[src/rtl/reset_seq_pkg.sv]
package reset_seq_pkg;

  typedef enum logic [2:0] {
    ST_HOLD  = 3'd0,
    ST_PH1   = 3'd1,
    ST_PH2   = 3'd2,
    ST_SHORT = 3'd3,
    ST_RUN   = 3'd4
  } seq_state_e;

  typedef enum logic [1:0] {
    PM_HIZ       = 2'b00,
    PM_RES_LO    = 2'b01,
    PM_STRONG_HI = 2'b10,
    PM_STRONG_LO = 2'b11
  } pin_mode_e;

  // status 0 bit positions
  localparam int unsigned BIT_POR    = 0;
  localparam int unsigned BIT_EXT    = 1;
  localparam int unsigned BIT_WDT    = 2;
  localparam int unsigned BIT_WDT_EN = 7;
  // status 1 bit positions
  localparam int unsigned BIT_INT    = 0;

endpackage

[src/rtl/rst_cause_regs.sv]
module rst_cause_regs
  import reset_seq_pkg::*;
#(
  parameter int unsigned DATA_W = 8
) (
  input  logic              clk_i,
  input  logic              rst_ni,
  input  logic              por_i,
  input  logic              ext_i,
  input  logic              wdt_i,
  input  logic              int_i,
  input  logic              wr_en_i,
  input  logic              addr_i,
  input  logic [DATA_W-1:0] wdata_i,
  output logic [DATA_W-1:0] rdata_o,
  output logic              wdt_en_o
);

  logic por_q, ext_q, wdt_q, int_q, en_q;
  logic any_src;

  assign any_src = por_i | ext_i | wdt_i | int_i;

  always_ff @(posedge clk_i or negedge rst_ni) begin
    if (!rst_ni) begin
      por_q <= 1'b0;
      ext_q <= 1'b0;
      wdt_q <= 1'b0;
      int_q <= 1'b0;
      en_q  <= 1'b0;
    end else if (por_i) begin
      por_q <= 1'b1;
      ext_q <= 1'b0;
      wdt_q <= 1'b0;
      int_q <= 1'b0;
      en_q  <= 1'b0;
    end else if (any_src) begin
      ext_q <= ext_q | ext_i;
      wdt_q <= wdt_q | wdt_i;
      int_q <= int_q | int_i;
      en_q  <= 1'b0;
    end else if (wr_en_i) begin
      if (!addr_i) begin
        por_q <= por_q & ~wdata_i[BIT_POR];
        ext_q <= ext_q & ~wdata_i[BIT_EXT];
        wdt_q <= wdt_q & ~wdata_i[BIT_WDT];
        en_q  <= wdata_i[BIT_WDT_EN];
      end else begin
        int_q <= int_q & ~wdata_i[BIT_INT];
      end
    end
  end

  always_comb begin
    rdata_o = '0;
    if (!addr_i) begin
      rdata_o[BIT_POR]    = por_q;
      rdata_o[BIT_EXT]    = ext_q;
      rdata_o[BIT_WDT]    = wdt_q;
      rdata_o[BIT_WDT_EN] = en_q;
    end else begin
      rdata_o[BIT_INT]    = int_q;
    end
  end

  assign wdt_en_o = en_q;

  logic unused_wdata;
  assign unused_wdata = ^wdata_i;

  // power-on leaves only its own flag
  a_r9_por_clears: assert property (@(posedge clk_i) disable iff (!rst_ni)
    por_i |=> (por_q && !ext_q && !wdt_q && !int_q));

  // any reset drops the watchdog enable
  a_r6_en_cleared: assert property (@(posedge clk_i) disable iff (!rst_ni)
    any_src |=> !en_q);

  // flags change only through a source or a write
  a_r10_flags_sticky: assert property (@(posedge clk_i) disable iff (!rst_ni)
    (!any_src && !wr_en_i) |=> $stable({por_q, ext_q, wdt_q, int_q}));

endmodule

[src/rtl/rst_seq_fsm.sv]
module rst_seq_fsm
  import reset_seq_pkg::*;
#(
  parameter int unsigned PHASE_TICKS = 256
) (
  input  logic       clk_i,
  input  logic       rst_ni,
  input  logic       src_any_i,
  input  logic       long_i,
  input  logic       tick_i,
  output seq_state_e state_o,
  output logic       long_o
);

  localparam int unsigned CNT_W = $clog2(PHASE_TICKS) + 1;
  localparam logic [CNT_W-1:0] CNT_LAST = CNT_W'(PHASE_TICKS - 1);

  seq_state_e       state_q, state_d;
  logic [CNT_W-1:0] cnt_q, cnt_d;
  logic             long_q, long_d;

  always_comb begin
    state_d = state_q;
    cnt_d   = cnt_q;
    long_d  = long_q;
    if (src_any_i) begin
      state_d = ST_HOLD;
      cnt_d   = '0;
      long_d  = (state_q == ST_HOLD) ? (long_q | long_i) : long_i;
    end else begin
      unique case (state_q)
        ST_HOLD: begin
          state_d = long_q ? ST_PH1 : ST_SHORT;
          cnt_d   = '0;
        end
        ST_PH1, ST_PH2: begin
          if (tick_i) begin
            if (cnt_q == CNT_LAST) begin
              state_d = (state_q == ST_PH1) ? ST_PH2 : ST_RUN;
              cnt_d   = '0;
            end else begin
              cnt_d = cnt_q + CNT_W'(1);
            end
          end
        end
        ST_SHORT: if (tick_i) state_d = ST_RUN;
        default:  state_d = ST_RUN;
      endcase
    end
  end

  always_ff @(posedge clk_i or negedge rst_ni) begin
    if (!rst_ni) begin
      state_q <= ST_HOLD;
      cnt_q   <= '0;
      long_q  <= 1'b1;
    end else begin
      state_q <= state_d;
      cnt_q   <= cnt_d;
      long_q  <= long_d;
    end
  end

  assign state_o = state_q;
  assign long_o  = long_q;

  // the CPU starts only from the end of a sequence
  a_r4_run_entry: assert property (@(posedge clk_i) disable iff (!rst_ni)
    (state_q != ST_RUN && state_d == ST_RUN) |-> (state_q == ST_PH2 || state_q == ST_SHORT));

  // no phase advance without a tick
  a_r3_tick_needed: assert property (@(posedge clk_i) disable iff (!rst_ni)
    (state_q == ST_PH1 && !tick_i && !src_any_i) |=> state_q == ST_PH1);

  // the count stays cleared while a source is asserted
  a_r5_count_frozen: assert property (@(posedge clk_i) disable iff (!rst_ni)
    src_any_i |=> cnt_q == '0);

endmodule

[src/rtl/hs_pin_decode.sv]
module hs_pin_decode
  import reset_seq_pkg::*;
(
  input  seq_state_e state_i,
  input  logic       long_i,
  output logic [1:0] pin0_o,
  output logic [1:0] pin1_o,
  output logic       run_o
);

  pin_mode_e p0, p1;

  always_comb begin
    p0 = PM_HIZ;
    p1 = PM_HIZ;
    unique case (state_i)
      ST_HOLD: if (long_i) begin
        p0 = PM_STRONG_HI;
        p1 = PM_RES_LO;
      end
      ST_PH1: begin
        p0 = PM_STRONG_HI;
        p1 = PM_RES_LO;
      end
      ST_PH2: begin
        p0 = PM_RES_LO;
        p1 = PM_RES_LO;
      end
      default: ;
    endcase
  end

  assign pin0_o = p0;
  assign pin1_o = p1;
  assign run_o  = (state_i == ST_RUN);

endmodule

[src/rtl/reset_sequencer.sv]
module reset_sequencer
  import reset_seq_pkg::*;
#(
  parameter int unsigned PHASE_TICKS = 256,
  parameter int unsigned DATA_W      = 8
) (
  input  logic              clk_i,
  input  logic              rst_ni,
  input  logic              por_i,
  input  logic              xres_i,
  input  logic              wdt_expire_i,
  input  logic              boot_fail_i,
  input  logic              sleep_tick_i,
  input  logic              reg_wr_i,
  input  logic              reg_addr_i,
  input  logic [DATA_W-1:0] reg_wdata_i,
  output logic [DATA_W-1:0] reg_rdata_o,
  output logic [1:0]        pin0_mode_o,
  output logic [1:0]        pin1_mode_o,
  output logic              wdt_en_o,
  output logic              sys_rst_o,
  output logic              cpu_run_o
);

  logic       wdt_hit, src_any, long_src, run, long_q;
  seq_state_e state;

  assign wdt_hit  = wdt_expire_i & wdt_en_o;
  assign src_any  = por_i | xres_i | wdt_hit | boot_fail_i;
  assign long_src = por_i | xres_i;

  rst_cause_regs #(.DATA_W(DATA_W)) u_regs (
    .clk_i    (clk_i),
    .rst_ni   (rst_ni),
    .por_i    (por_i),
    .ext_i    (xres_i),
    .wdt_i    (wdt_hit),
    .int_i    (boot_fail_i),
    .wr_en_i  (reg_wr_i & run),
    .addr_i   (reg_addr_i),
    .wdata_i  (reg_wdata_i),
    .rdata_o  (reg_rdata_o),
    .wdt_en_o (wdt_en_o)
  );

  rst_seq_fsm #(.PHASE_TICKS(PHASE_TICKS)) u_fsm (
    .clk_i     (clk_i),
    .rst_ni    (rst_ni),
    .src_any_i (src_any),
    .long_i    (long_src),
    .tick_i    (sleep_tick_i),
    .state_o   (state),
    .long_o    (long_q)
  );

  hs_pin_decode u_pins (
    .state_i (state),
    .long_i  (long_q),
    .pin0_o  (pin0_mode_o),
    .pin1_o  (pin1_mode_o),
    .run_o   (run)
  );

  assign cpu_run_o = run;
  assign sys_rst_o = ~run;

  // a source stops the CPU on the next edge
  a_r1_src_halts: assert property (@(posedge clk_i) disable iff (!rst_ni)
    src_any |=> (!cpu_run_o && sys_rst_o));

  // strong low never driven
  a_r2_no_strong_low: assert property (@(posedge clk_i) disable iff (!rst_ni)
    (pin0_mode_o != 2'b11) && (pin1_mode_o != 2'b11));

  // pins float while running
  a_r4_run_floats: assert property (@(posedge clk_i) disable iff (!rst_ni)
    cpu_run_o |-> (pin0_mode_o == 2'b00 && pin1_mode_o == 2'b00));

  // masked watchdog expiry leaves the CPU running
  a_r6_wdt_masked: assert property (@(posedge clk_i) disable iff (!rst_ni)
    (cpu_run_o && wdt_expire_i && !wdt_en_o && !por_i && !xres_i && !boot_fail_i) |=> cpu_run_o);

endmodule

[config.mk]
export PLATFORM = sky130hd
export DESIGN_NAME = reset_sequencer
export DESIGN_NICKNAME = d
export VERILOG_FILES = /design/src/rtl/reset_seq_pkg.sv /design/src/rtl/rst_cause_regs.sv /design/src/rtl/rst_seq_fsm.sv /design/src/rtl/hs_pin_decode.sv /design/src/rtl/reset_sequencer.sv
export SDC_FILE = /design/constraint.sdc
export NUM_CORES = 1
export LEC_CHECK = 0
export BUFFER_PORTS_ARGS = -buffer_cell sky130_fd_sc_hd__clkbuf_2
export CAP_MARGIN = 20
export CORE_UTILIZATION = 55
export DETAILED_ROUTE_END_ITERATION = 6
export PLACE_DENSITY = 0.94
export SKIP_CTS_REPAIR_TIMING = 1
export SYNTH_ARGS = -nofsm -noshare
export SYNTH_HDL_FRONTEND = slang
export SYNTH_HIERARCHICAL = 1
export SYNTH_SLANG_ARGS = --single-unit
[constraint.sdc]
create_clock -name clk_i -period 3.12 [get_ports clk_i]
set_clock_uncertainty 0.05 [all_clocks]
set_input_delay 0.468 -clock clk_i [delete_from_list [all_inputs] [get_ports clk_i]]
set_output_delay 0.468 -clock clk_i [all_outputs]
set_load 0.1 [all_outputs]
== Word level (Yosys, flattened, before mapping) ==
Cells that the tools add are included.
Word-level totals
  output and inout port bits: 15
  flip-flop bits (word level): 18
  logic and storage cells: 87
  bits of input ports: 17
Operators by class
  multiplexer cells: 39
  bitwise operators: 17
  reduce and logical (&&, ||, !) cells: 11
  add/subtract/negate cells: 1
  equality and inequality tests: 11
Operators by type and width (count)
  2-to-1 mux 9 bit: 3
  2-to-1 mux 1 bit: 24
  case mux 9 bit (2 select lines): 1
  2-to-1 mux 3 bit: 5
  adder 9 x 1 -> 9 bit, second input constant: 1
  == test 9 x 8 -> 1 bit, second input constant: 1
  case mux 3 bit (3 select lines): 1
  nonzero test 3 bit: 3
  bitwise OR 1 bit: 7
  bitwise AND 1 bit: 6
  == test 3 x 2 -> 1 bit, second input constant: 2
  2-to-1 mux 2 bit: 3
  != test 3 x 1 -> 1 bit, second input constant: 2
  case mux 2 bit (3 select lines): 1
  AND reduction 2 bit: 3
  AND reduction 3 bit: 2
  != test 2 bit, second input constant: 2
  NOT 1 bit: 4
  case mux 2 bit (2 select lines): 1
  == test 3 x 1 -> 1 bit, second input constant: 1
  == test 3 bit, second input constant: 1
  zero test 3 bit: 1
  != test 3 x 2 -> 1 bit, second input constant: 1
  != test 3 bit, second input constant: 1
  2 further kinds: 2

== Logic depth before layout (Yosys ltp) ==
  depth in word-level cells: 6
  depth in mapped cells: 6
  depth with buffers taken out: 5

== Cells and area by module ==
Netlist, hierarchy kept.
Modules (own cells, without submodules)
  rst_seq_fsm: area each 739.5 um2, cells an instance 73, sequential area each 326.6 um2, instances 1
  rst_cause_regs: area each 300.3 um2, cells an instance 26, sequential area each 125.1 um2, instances 1
  hs_pin_decode: area each 52.6 um2, cells an instance 8, sequential area each 0.0 um2, instances 1
  reset_sequencer: area each 35.0 um2, cells an instance 5, sequential area each 0.0 um2, instances 1

== Least setup slack after synthesis ==
No wires, ideal clock.
  kind: register to output
  from: register u_fsm.state_q[0] (netlist: u_fsm/state_o[0])
  to: output sys_rst_o
  path buffers: 0
  cell stages (with the launch flop): 3
  setup slack: -1.546 ns
  arrival time: 4.148 ns
  data required time: 2.602 ns
  cells stage by stage: dfrtp_1 nor3b_1 inv_1
On the way
  cells in the longest elaborated chain, start to end: 2
Ends and longest elaborated chain
  start, declared: line rst_seq_fsm.sv:18  | seq_state_e state_q, state_d;
  start signal, assigned: line rst_seq_fsm.sv:58  | state_q <= state_d;
  == test 3 bit: line hs_pin_decode.sv:35  | assign run_o = (state_i == ST_RUN);
  net cpu_run_o: line reset_sequencer.sv:22  | output logic cpu_run_o
  NOT 1 bit: line reset_sequencer.sv:65  | assign sys_rst_o = ~run;
  end, declared: line reset_sequencer.sv:21  | output logic sys_rst_o,
The timed path passes the listed nets, and every way through them passes these cells.

== Worst setup path in the final report ==
  from: register u_fsm.state_q[0] (netlist: u_fsm/state_o[0])
  to: output pin1_mode_o[0]
On the way
  cells in the longest elaborated chain, start to end: 3
  elaborated cells between the ends (all ways): 5
  classes of those cells: eq/ne: 2; mux: 1; reduce/logical: 2
Ends and longest elaborated chain
  == test 3 x 2 -> 1 bit / == test 3 x 1 -> 1 bit (equally long branches): line hs_pin_decode.sv:16  | unique case (state_i)
  OR reduction 2 bit (no source line)
  case mux 2 bit (2 select lines) (*): line hs_pin_decode.sv:16
  end, declared: line reset_sequencer.sv:19  | output logic [1:0] pin1_mode_o,
Every way passes the cells marked *; elsewhere a longest branch is shown, timed or not.

==> results.yml <==
yosys:
  yosysWarnings: 6
  synth_edf_count: 0
  syn_inst: 112
  synthesis.area_um2: 1127
  synthAdderAreaFrac_pct: 1.110
  synth_seq_cells: 18
  synthArstFlopShare_pct: 100.0
  yosys.area_share.simple_pct: 26.75
  ys_seq_area_share_pct: 40.07
  synth_xor_area_share_pct: 0.7769
  ys_types: 51
  syn_area_per_cell_um2: 10.07
  synth_compound_area_share_pct: 22.09
  synthFlopType: "dfrtp_1"
  muxShareOfSynthArea_pct: 2.886
  synth_top_family_by_area: "simple AND/OR/NAND/NOR gates"
cells_and_area:
  fin_cells: 162
  layout.nets: 154
  diodes: 0
  drive_gt1_share_pct: 34.07
  final_common_cell: "clkbuf_2"
  most-common-layout-cells: "clkbuf_2 (22), dfrtp_1 (17), nor2_1 (7)"
  fin_util_pct: 65.66
  area_delta_synth_final_pct: 13.10
clock_network:
  worstSkewPairLatency_ns: 0.28
  cts_tree: "yes"
  path_clk_slew_ns: 0.10
  htree_levels: 1
  clockRootBuffer: "clkbuf_4"
  cts_buffer_depth: 2
  numCtsBuffers: 3
  cts.sinks: 18
setup_path:
  worstPathArrival_ns: 1.68
  worstPathRequired_ns: 2.60
  start_kind: "flop"
  path_class: "reg2out"
  endpoint_kind: "primary output"
  crit_fanout: 12
detailed_routing:
  vias: 952
  drt-vias-per-instance: 5.877
  first_iter_violations: 22
  wl_per_cell_um: 14.57
  drt_pre_antenna_iters: 4
  drc: 0
  drtAntennaViolNets: 0
  wirelength_um: 2360
timing:
  min_period_ns: 2.198
  slew_headroom_pct: 63.94
  worst_pin_slew_ns: 0.5431
  finalHoldViolCount: 0
  slew_viol_final: 0
  holdWs_ns: 0.06224
  fin_crit_sh_pct: 70.45
  setup_viol: 0
  rsz0062_at_grt: "false"
  fmax_mhz: 455.0
placed_design:
  io_buffers: 22
  hpwl_um: 1801
  post-place-cells: 158
  gp_congestion: 0.8578
global_route:
  track_usage_pct: 22.94
  grt.overflow.total: 0
  grt_pass1_wl_um: 3622
  grt_pass1_vias: 828
  antenna_found_initial: 0
  grt_max_degree: 19
power:
  powerDensity_nw_per_um2: 353.3
  power_switching_share_pct: 32.57
  p_leak_nw: 0.5588
  p_sw_mw: 0.1467
  seqPwrFrac_pct: 53.8
  intPower_mw: 0.3037
  ir_drop_mv: 0.2326
  clockPowerShare_pct: 26.2
  combPwrFrac_pct: 20.0
die:
  die_area_um2: 2235
  io_pins: 32
  core_um2: 1942
  start_util_pct: 58.05
  die_w_um: 47.28
  num_rows: 16
  die_h_um: 47.28
flow_run:
  drv_cap: 0
run_status:
  status: "finished clean"
worst_hold_path:
  hp-class: "in2async"
## logic make-up after synthesis
family                   Yosys count
XOR/XNOR                           1
adder cells (fa/ha/maj)            1
other                              2
AO/OA/AOI/OAI                     30
AND/OR/NAND/NOR                   47
multiplexers                       3
buffers and inverters             10
flip-flops                        18
## sequential cells by signal, indices dropped and copies added, names as in the netlist
name             flops
u_fsm/cnt_q          9
u_fsm/long_o         1
u_fsm/state_o        3
u_regs/ext_q         1
u_regs/int_q         1
u_regs/por_q         1
u_regs/wdt_en_o      1
u_regs/wdt_q         1
## layer usage
metal / global-route usage, % / wire (um) / vias up / share of wire, %
li1: - / - / 457 / -
met1: 29.76 / 1016 / 461 / 43
met2: 40.00 / 1232 / 32 / 52
met3: 3.462 / 97 / 2 / 4.1
met4: 5.143 / 13 / 0 / 0.55
met5: 0 / 0 / - / 0
## power groups by stage
stage	clock [mW]	sequential, mW	combinational (mW)
finish	0.118	0.242	0.0902
global route	0.132	0.243	0.0949
CTS	0.123	0.242	0.0906
detailed placement	0	0.247	0.0905
global placement	0	0.246	0.0885
floorplan	0	0.245	0.0738
## Yosys cell counts, types with 2 or more instances
cell      count  area, um^2
dfrtp_1      17       425.4
nor2_1        7       26.28
nor3_1        7       35.03
a21oi_1       5       25.02
buf_4         5       37.54
nand3_1       5       25.02
inv_1         4       15.01
nand2_1       4       15.01
a21o_1        3       22.52
o21ai_0       3       15.01
o31ai_1       3       22.52
a211oi_2      2       25.02
a22o_1        2       17.52
a311oi_1      2       17.52
and2_1        2       12.51
and2b_2       2       17.52
conb_1        2       7.510
nor3b_1       2       15.01
o32ai_1       2       17.52
or4_1         2       15.01
## stage by stage
step / cell area, um^2 / power [mW] / TNS (ns) / setup WS (ns)
floorplan: 1154 / 0.3192 / -0.1141 / -0.1141
global placement: 1249 / 0.3347 / 0 / 0.9184
detailed placement: 1249 / 0.3371 / 0 / 0.8564
CTS: 1275 / 0.4559 / 0 / 0.9152
global route: 1275 / 0.4698 / 0 / 0.8107
finish: 1275 / 0.4505 / 0 / 0.9221
## worst paths after layout
| check | slack [ns] | end | depth (start not counted) | from |
|---|---|---|---|---|
| min reg2reg | 0.44 | u_regs/por_q$_DFFE_PN0P_ | 1 | u_regs/por_q$_DFFE_PN0P_ |
| max | 0.92 | pin1_mode_o[0] | 3 | u_fsm/state_o[0]$_DFFE_PN0P_ |
| max in group asynchronous | 2.61 | u_fsm/long_o$_DFFE_PN1P_ | 1 | rst_ni |
| min in group clk_i | 0.31 | u_regs/wdt_q$_DFFE_PN0P_ | 2 | reg_wdata_i[2] |
| min | 0.06 | u_fsm/cnt_q[2]$_DFFE_PN0P_ | 1 | rst_ni |
| max reg2reg | 1.04 | u_fsm/cnt_q[5]$_DFFE_PN0P_ | 5 | u_regs/wdt_en_o$_DFFE_PN0P_ |
## cell type report
cell class              count  area, um^2
inverters                   4       15.01
multi-input cells          87       638.1
clock buffers               4       26.28
flip-flops and latches     18       451.7
repair buffers             22       110.1
fillers                   171       666.9
well taps                  27       33.78
## critical path, cell delays in order (launching register included)
cell,delay [ns]
dfrtp_1,0.62
nor3_1,0.13
a211oi_2,0.16
clkbuf_2,0.48
(Power assumes the default switching activity.)
